### src/rtl/flash_cmd_pkg.sv
package flash_cmd_pkg;

   typedef enum logic [2:0] {
      ST_READ,
      ST_PSETUP,
      ST_ESETUP,
      ST_VERIFY,
      ST_BUSY
   } ctl_state_e;

   localparam logic [7:0] CMD_READ   = 8'h00;
   localparam logic [7:0] CMD_PROG   = 8'h40;
   localparam logic [7:0] CMD_ERASE  = 8'h20;
   localparam logic [7:0] CMD_VERIFY = 8'hA0;
   localparam logic [7:0] BLANK_BYTE = 8'hFF;

   // bit positions of the pins in the synchronizer vector
   localparam int PIN_CE    = 0;
   localparam int PIN_OE    = 1;
   localparam int PIN_WE    = 2;
   localparam int PIN_VPP   = 3;
   localparam int PIN_VLOW  = 4;
   localparam int PIN_COUNT = 5;

endpackage

### src/rtl/flash_pin_sync.sv
module flash_pin_sync #(
   parameter int                 WIDTH   = 5,
   parameter int                 STAGES  = 2,
   parameter logic [WIDTH-1:0]   RST_VAL = '0
) (
   input  logic             clk,
   input  logic             rst_n,
   input  logic [WIDTH-1:0] din,
   output logic [WIDTH-1:0] dout
);

   if (STAGES < 2) begin : g_bad_stages
      $error("flash_pin_sync: STAGES must be at least 2");
   end
   if (WIDTH < 1) begin : g_bad_width
      $error("flash_pin_sync: WIDTH must be positive");
   end

   logic [STAGES-1:0][WIDTH-1:0] pipe;

   always_ff @(posedge clk or negedge rst_n) begin
      if (!rst_n) begin
         pipe <= {STAGES{RST_VAL}};
      end else begin
         pipe <= {pipe[STAGES-2:0], din};
      end
   end

   assign dout = pipe[STAGES-1];

endmodule

### src/rtl/flash_op_timer.sv
module flash_op_timer #(
   parameter int CYCLES = 16
) (
   input  logic clk,
   input  logic rst_n,
   input  logic start,
   output logic busy,
   output logic done
);

   if (CYCLES < 1) begin : g_bad_cycles
      $error("flash_op_timer: CYCLES must be at least 1");
   end

   localparam int CW = $clog2(CYCLES + 1);

   logic [CW-1:0] cnt;

   always_ff @(posedge clk or negedge rst_n) begin
      if (!rst_n) begin
         cnt <= '0;
      end else if (start) begin
         cnt <= CW'(CYCLES);
      end else if (cnt != '0) begin
         cnt <= cnt - 1'b1;
      end
   end

   assign busy = (cnt != '0);
   assign done = (cnt == CW'(1));

   // the done pulse closes the busy window
   a_r7_done_ends_busy: assert property (@(posedge clk) disable iff (!rst_n)
      done && !start |=> !busy)
      else $error("a_r7_done_ends_busy");

endmodule

### src/rtl/flash_cmd_ctrl.sv
module flash_cmd_ctrl
   import flash_cmd_pkg::*;
#(
   parameter int ADDR_W = 17,
   parameter int DATA_W = 8
) (
   input  logic              clk,
   input  logic              rst_n,
   input  logic              ce_s,
   input  logic              oe_s,
   input  logic              vpp_s,
   input  logic              vlow_s,
   input  logic              we_fall,
   input  logic              we_rise,
   input  logic              oe_fall,
   input  logic [ADDR_W-1:0] addr,
   input  logic [DATA_W-1:0] din,
   input  logic [DATA_W-1:0] rd_data,
   input  logic              op_done,
   output logic              prog_req,
   output logic              erase_req,
   output logic [ADDR_W-1:0] req_addr,
   output logic [DATA_W-1:0] req_data,
   output logic              erase_en
);

   ctl_state_e        state;
   logic              armed;
   logic [ADDR_W-1:0] lat_addr;
   logic              wr_allow;
   logic              cmd_wr;
   logic              verify_hit;

   assign wr_allow   = !ce_s && oe_s && vpp_s && !vlow_s && (state != ST_BUSY);
   assign cmd_wr     = we_rise && armed && wr_allow;
   assign verify_hit = (state == ST_VERIFY) && oe_fall && !ce_s &&
                       (rd_data != BLANK_BYTE);

   always_ff @(posedge clk or negedge rst_n) begin
      if (!rst_n) begin
         state     <= ST_READ;
         armed     <= 1'b0;
         lat_addr  <= '0;
         prog_req  <= 1'b0;
         erase_req <= 1'b0;
         req_addr  <= '0;
         req_data  <= '0;
         erase_en  <= 1'b0;
      end else begin
         prog_req  <= 1'b0;
         erase_req <= 1'b0;

         // address side of the latch: falling strobe
         if (we_fall) begin
            armed <= wr_allow;
            if (wr_allow) begin
               lat_addr <= addr;
            end
         end else if (we_rise) begin
            armed <= 1'b0;
         end

         // data side of the latch: rising strobe
         if (cmd_wr) begin
            unique case (state)
               ST_PSETUP: begin
                  prog_req <= 1'b1;
                  req_addr <= lat_addr;
                  req_data <= din;
                  erase_en <= 1'b1;
                  state    <= ST_BUSY;
               end
               ST_ESETUP: begin
                  if ((din == CMD_ERASE) && erase_en) begin
                     erase_req <= 1'b1;
                     req_addr  <= lat_addr;
                     req_data  <= din;
                     state     <= ST_BUSY;
                  end else begin
                     state <= ST_READ;
                  end
               end
               default: begin
                  case (din)
                     CMD_PROG:   state <= ST_PSETUP;
                     CMD_ERASE:  state <= ST_ESETUP;
                     CMD_VERIFY: state <= ST_VERIFY;
                     default:    state <= ST_READ;
                  endcase
               end
            endcase
         end

         if ((state == ST_BUSY) && op_done) begin
            state <= ST_READ;
         end

         if (verify_hit) begin
            erase_en <= 1'b1;
         end
      end
   end

   // an erase request only ever follows an enabled flag
   a_r9_erase_gated: assert property (@(posedge clk) disable iff (!rst_n)
      erase_req |-> $past(erase_en))
      else $error("a_r9_erase_gated");

   // the enable flag never falls without reset
   a_r12_flag_sticky: assert property (@(posedge clk) disable iff (!rst_n)
      erase_en |=> erase_en)
      else $error("a_r12_flag_sticky");

   // the two request kinds never coincide
   a_r7_one_kind: assert property (@(posedge clk) disable iff (!rst_n)
      !(prog_req && erase_req))
      else $error("a_r7_one_kind");

endmodule

### src/rtl/flash_cmd_front.sv
module flash_cmd_front
   import flash_cmd_pkg::*;
#(
   parameter int ADDR_W      = 17,
   parameter int DATA_W      = 8,
   parameter int SYNC_STAGES = 2,
   parameter int BUSY_CYCLES = 16,
   parameter bit REG_READ    = 1'b0
) (
   input  logic              clk,
   input  logic              rst_n,
   input  logic              ce_n,
   input  logic              oe_n,
   input  logic              we_n,
   input  logic [ADDR_W-1:0] addr,
   input  logic [DATA_W-1:0] dq_in,
   input  logic              vpp_hi,
   input  logic              supply_low,
   output logic [DATA_W-1:0] dq_out,
   output logic              dq_oe,
   output logic [ADDR_W-1:0] arr_addr,
   input  logic [DATA_W-1:0] arr_rdata,
   output logic              prog_req,
   output logic              erase_req,
   output logic [ADDR_W-1:0] req_addr,
   output logic [DATA_W-1:0] req_data,
   output logic              op_busy,
   output logic              op_done
);

   if (DATA_W != 8) begin : g_bad_data_w
      $error("flash_cmd_front: command codes need DATA_W of 8");
   end
   if (ADDR_W < 1) begin : g_bad_addr_w
      $error("flash_cmd_front: ADDR_W must be positive");
   end

   // idle levels held in reset: strobes high, VPP low, supply flagged low
   localparam logic [PIN_COUNT-1:0] PIN_IDLE = 5'b10111;

   logic [PIN_COUNT-1:0] pins_raw;
   logic [PIN_COUNT-1:0] pins_s;
   logic                 ce_s, oe_s, we_s, vpp_s, vlow_s;
   logic                 we_q, oe_q;
   logic                 we_fall, we_rise, oe_fall;
   logic                 erase_en;

   assign pins_raw[PIN_CE]   = ce_n;
   assign pins_raw[PIN_OE]   = oe_n;
   assign pins_raw[PIN_WE]   = we_n;
   assign pins_raw[PIN_VPP]  = vpp_hi;
   assign pins_raw[PIN_VLOW] = supply_low;

   flash_pin_sync #(
      .WIDTH   (PIN_COUNT),
      .STAGES  (SYNC_STAGES),
      .RST_VAL (PIN_IDLE)
   ) u_sync (
      .clk   (clk),
      .rst_n (rst_n),
      .din   (pins_raw),
      .dout  (pins_s)
   );

   assign ce_s   = pins_s[PIN_CE];
   assign oe_s   = pins_s[PIN_OE];
   assign we_s   = pins_s[PIN_WE];
   assign vpp_s  = pins_s[PIN_VPP];
   assign vlow_s = pins_s[PIN_VLOW];

   always_ff @(posedge clk or negedge rst_n) begin
      if (!rst_n) begin
         we_q <= 1'b1;
         oe_q <= 1'b1;
      end else begin
         we_q <= we_s;
         oe_q <= oe_s;
      end
   end

   assign we_fall = we_q && !we_s;
   assign we_rise = !we_q && we_s;
   assign oe_fall = oe_q && !oe_s;

   flash_cmd_ctrl #(
      .ADDR_W (ADDR_W),
      .DATA_W (DATA_W)
   ) u_ctrl (
      .clk       (clk),
      .rst_n     (rst_n),
      .ce_s      (ce_s),
      .oe_s      (oe_s),
      .vpp_s     (vpp_s),
      .vlow_s    (vlow_s),
      .we_fall   (we_fall),
      .we_rise   (we_rise),
      .oe_fall   (oe_fall),
      .addr      (addr),
      .din       (dq_in),
      .rd_data   (arr_rdata),
      .op_done   (op_done),
      .prog_req  (prog_req),
      .erase_req (erase_req),
      .req_addr  (req_addr),
      .req_data  (req_data),
      .erase_en  (erase_en)
   );

   flash_op_timer #(
      .CYCLES (BUSY_CYCLES)
   ) u_timer (
      .clk   (clk),
      .rst_n (rst_n),
      .start (prog_req || erase_req),
      .busy  (op_busy),
      .done  (op_done)
   );

   // read path
   assign arr_addr = addr;
   assign dq_oe    = !ce_s && !oe_s;

   if (REG_READ) begin : g_read_reg
      always_ff @(posedge clk or negedge rst_n) begin
         if (!rst_n) begin
            dq_out <= '0;
         end else begin
            dq_out <= arr_rdata;
         end
      end
   end else begin : g_read_comb
      assign dq_out = arr_rdata;
   end

   // a program request opens a busy window on the next cycle
   a_r7_req_starts_busy: assert property (@(posedge clk) disable iff (!rst_n)
      prog_req |=> op_busy)
      else $error("a_r7_req_starts_busy");

   // no request is issued inside a busy window
   a_r8_busy_no_req: assert property (@(posedge clk) disable iff (!rst_n)
      op_busy |-> !prog_req && !erase_req)
      else $error("a_r8_busy_no_req");

endmodule

### config.mk
export PLATFORM = sky130hd
export DESIGN_NAME = flash_cmd_front
export DESIGN_NICKNAME = d
export VERILOG_FILES = /design/src/rtl/flash_cmd_pkg.sv /design/src/rtl/flash_pin_sync.sv /design/src/rtl/flash_op_timer.sv /design/src/rtl/flash_cmd_ctrl.sv /design/src/rtl/flash_cmd_front.sv
export SDC_FILE = /design/constraint.sdc
export NUM_CORES = 1
export LEC_CHECK = 0
export ABC_AREA = 1
export BUFFER_PORTS_ARGS = -buffer_cell sky130_fd_sc_hd__buf_2
export CAP_MARGIN = 20
export CORE_ASPECT_RATIO = 1.1
export CORE_MARGIN = 3
export CORE_UTILIZATION = 40
export DETAILED_ROUTE_END_ITERATION = 12
export HOLD_SLACK_MARGIN = 0.15
export PLACE_DENSITY = 0.72
export SETUP_SLACK_MARGIN = 0.02
export SLEW_MARGIN = 40
export SYNTH_ARGS = -nofsm -noshare
export SYNTH_HDL_FRONTEND = slang
export SYNTH_SLANG_ARGS = --single-unit
export TNS_END_PERCENT = 100
### constraint.sdc
create_clock -name clk -period 2.1 [get_ports clk]
set_input_delay 0 -clock clk [delete_from_list [all_inputs] [get_ports clk]]
set_output_delay 0 -clock clk [all_outputs]
set_load 0.1 [all_outputs]
==> flow_metrics.env <==
export IMPL_synth_seq_cells=66
export IMPL_antenna_found_initial=0
export IMPL_drcViolationCount=0
export IMPL_multi_input_area_um2=891
export IMPL_routabilityCongestion=0.780
export IMPL_clockBufferDepth=2
export IMPL_dieArea_mm2=0.00845
export IMPL_critPathMaxStageDelay_ns=0.55
export IMPL_irDropWorstVdd_uv=381
export IMPL_area_growth_pct=31.2
export IMPL_rsz0062_at_grt="false"
export IMPL_ios=95
export IMPL_status="completed"
export IMPL_syn_num_nets=367
export IMPL_netlist_area_mm2=0.00295
export IMPL_crit_top_cell="nand2_1"
export IMPL_grt_pass1_wl_mm=10.2
export IMPL_path_max_fanout=35
export IMPL_core_mm2=0.00709
export IMPL_drv_slew=0
export IMPL_cp_cell_sequence="nand2_1 -> nor2_4 -> nand3_2 -> nand2_1 -> o21ai_0"
export IMPL_crit_type="reg -> reg"
export IMPL_wl_per_cell_um=11.9
export IMPL_clk_pin_slew_worst_paths_ns=0.07
export IMPL_path_depth=5
export IMPL_powerDensity_mw_per_mm2=774
export IMPL_io_buffers=94
export IMPL_yosysUniqueCellTypes=26
export IMPL_clock_skew_ns=0.00792
export IMPL_num_vias=2382
export IMPL_die_h_um=96.1
export IMPL_maxClockFrequency_mhz=578
export IMPL_rows=32
export IMPL_grt_pass1_vias=2299
export IMPL_cts_buffers=9
export IMPL_drv_cap=0
export IMPL_die_x_um=87.9
export IMPL_tritoncts="done"
export IMPL_clk_latency_ns=0.34
export IMPL_r2r_worst_path_cells=5
export IMPL_diodes=0
export IMPL_grt_total_usage_pct=15.4
export IMPL_min_period_over_period_pct=82.3
export IMPL_cp_buffers_inverters=0
export IMPL_clock_sinks=66
export IMPL_min_path_type="in -> async"
export IMPL_cp_arrival_ns=1.93
export IMPL_slew_headroom_pct=60.5
export IMPL_hold_violations=0
export IMPL_synth_cells=322
export IMPL_routed_wl_mm=6.20
export IMPL_detail_route_antenna_nets=0
export IMPL_dpl_hpwl_mm=4.28
export IMPL_initial_core_util_pct=41.7
export IMPL_nFillCells=660
export IMPL_htree_levels=3
export IMPL_cts_resized=0
export IMPL_crit_family="simple AND/OR/NAND/NOR gates"
export IMPL_setup_viol=0
export IMPL_via_per_inst=4.57
export IMPL_power_leakage_nw=2.22
export IMPL_root_buffer="clkbuf_8"
export IMPL_firstDrtPassIters=4
export IMPL_startpoint_type="flop"
export IMPL_initialDrtViolationCount=91
export IMPL_critPathRequiredTime_ns=2.30
export IMPL_fin_crit_ns=1.73
export IMPL_nets=476
export IMPL_slowest_stage="dfstp_2"
export IMPL_rrSetupSlack_ns=0.37
export IMPL_grt_max_degree=36
export IMPL_p_total_mw=3.00
export IMPL_final_common_cell="buf_2"
export IMPL_final_cell_mix="buf_2 (94), nand2_1 (89), dfrtp_1 (56)"
export IMPL_critPathCaptureType="flop"
export IMPL_grt_overflow=0
export IMPL_ys_warn_count=0
export IMPL_fin_tns_setup_ns=0
export IMPL_synth_seq_area_share_pct=56.4
export IMPL_worst_slew_pin_slew_ns=0.593
export IMPL_avgSynthCellArea_um2=9.17
export IMPL_regArea_mm2=0.00166
export IMPL_drive_gt1_share_pct=30.7
==> stage by stage <==
stage | hold WS (ns) | util (%) | setup WS, ns | area (µm²) | instances
finish | 0.201 | 54.7 | 0.371 | 3870 | 521
global route | 0.251 | 54.7 | 0.104 | 3870 | 521
CTS | 0.209 | 54.7 | 0.312 | 3870 | 521
detailed placement | 0.0387 | 46.8 | 0.319 | 3320 | 471
global placement | 0.0396 | 46.8 | 0.481 | 3320 | 471
floorplan | -0.296 | - | 0.0469 | 2960 | 322
==> cell families after synthesis <==
logic type,Yosys count,synth area share (%)
simple gates,147,22.7
buf+inv,75,13.6
flops,66,56.4
compound gates,27,4.66
fa+ha+maj,5,2.12
xor+xnor,2,0.593
==> registers in the layout, summed over array words and instances, names as in the netlist <==
register and flops:
u_ctrl.erase_en 1, u_ctrl.prog_req 1, u_timer.cnt 5, u_sync.pipe 5, u_ctrl.armed 1, u_ctrl.state 3, u_ctrl.erase_req 1, u_sync.dout 5
u_ctrl.req_data 8, u_ctrl.lat_addr 17, we_q 1, u_ctrl.req_addr 17, oe_q 1
==> path summary, 6_finish.rpt <==
path / end / from
worst max register to register: u_ctrl.lat_addr[7] / u_sync.dout[1]
worst min register to register: u_sync.dout[3] / u_sync.pipe[3]
worst max-delay path: u_ctrl.lat_addr[7] / u_sync.dout[1]
worst min-delay path: u_ctrl.req_addr[14] / rst_n
max in group asynchronous: u_sync.pipe[4] / rst_n
min in group clk: u_sync.pipe[4] / supply_low
==> Yosys cell counts (all sizes together) <==
cell type  count  area (µm²)
xnor2          1        8.76
buf           31         235
nand2         91         352
ha             5        62.6
nand3         33         188
nor3           6        30.0
clkbuf         3        11.3
nand3b         1        7.51
dfstp         10         263
o31ai          1        7.51
nor2          12        68.8
xor2           1        8.76
a21oi          1        5.00
nand4          4        25.0
inv           41         154
dfrtp         56        1400
o21ai         25         125
==> timing repair <==
item                      4_1_cts  5_1_grt
hold buffers                   34        0
setup buffers                   0        0
hold endpoints to repair       58        0
==> worst register-to-register path, delay by kind of cell (launching register included) <==
kind | cells | cell delay [ns]
and+or+nand+nor | 4 | 0.96
DFF | 1 | 0.55
AOI/OAI and AO/OA | 1 | 0.10
==> routing by layer <==
layer  global-route usage [%]  routed length (µm)  vias to the layer above
met5                        0                   0                        -
met1                     18.6                2710                     1108
met2                     26.5                3080                       60
li1                         -                   -                     1203
met3                     3.17                 299                       11
met4                     6.52                 106                        0
==> report_power, final <==
part / internal, mW / leakage [nW] / switching [mW]
logic: 0.124 / 1.30 / 0.304
clock network: 0.665 / 0.105 / 0.488
registers: 1.37 / 0.817 / 0.0473
==> cell type report <==
type	count	share of cell area, %
Clock buffer	9	3.20
Clock inverter	7	2.42
Inverter	41	3.97
Multi-Input combinational cell	181	23.0
Sequential cell	66	43.0
Tap cell	85	2.75
Timing Repair Buffer	132	21.7
Power figures use the tool's default switching activity.
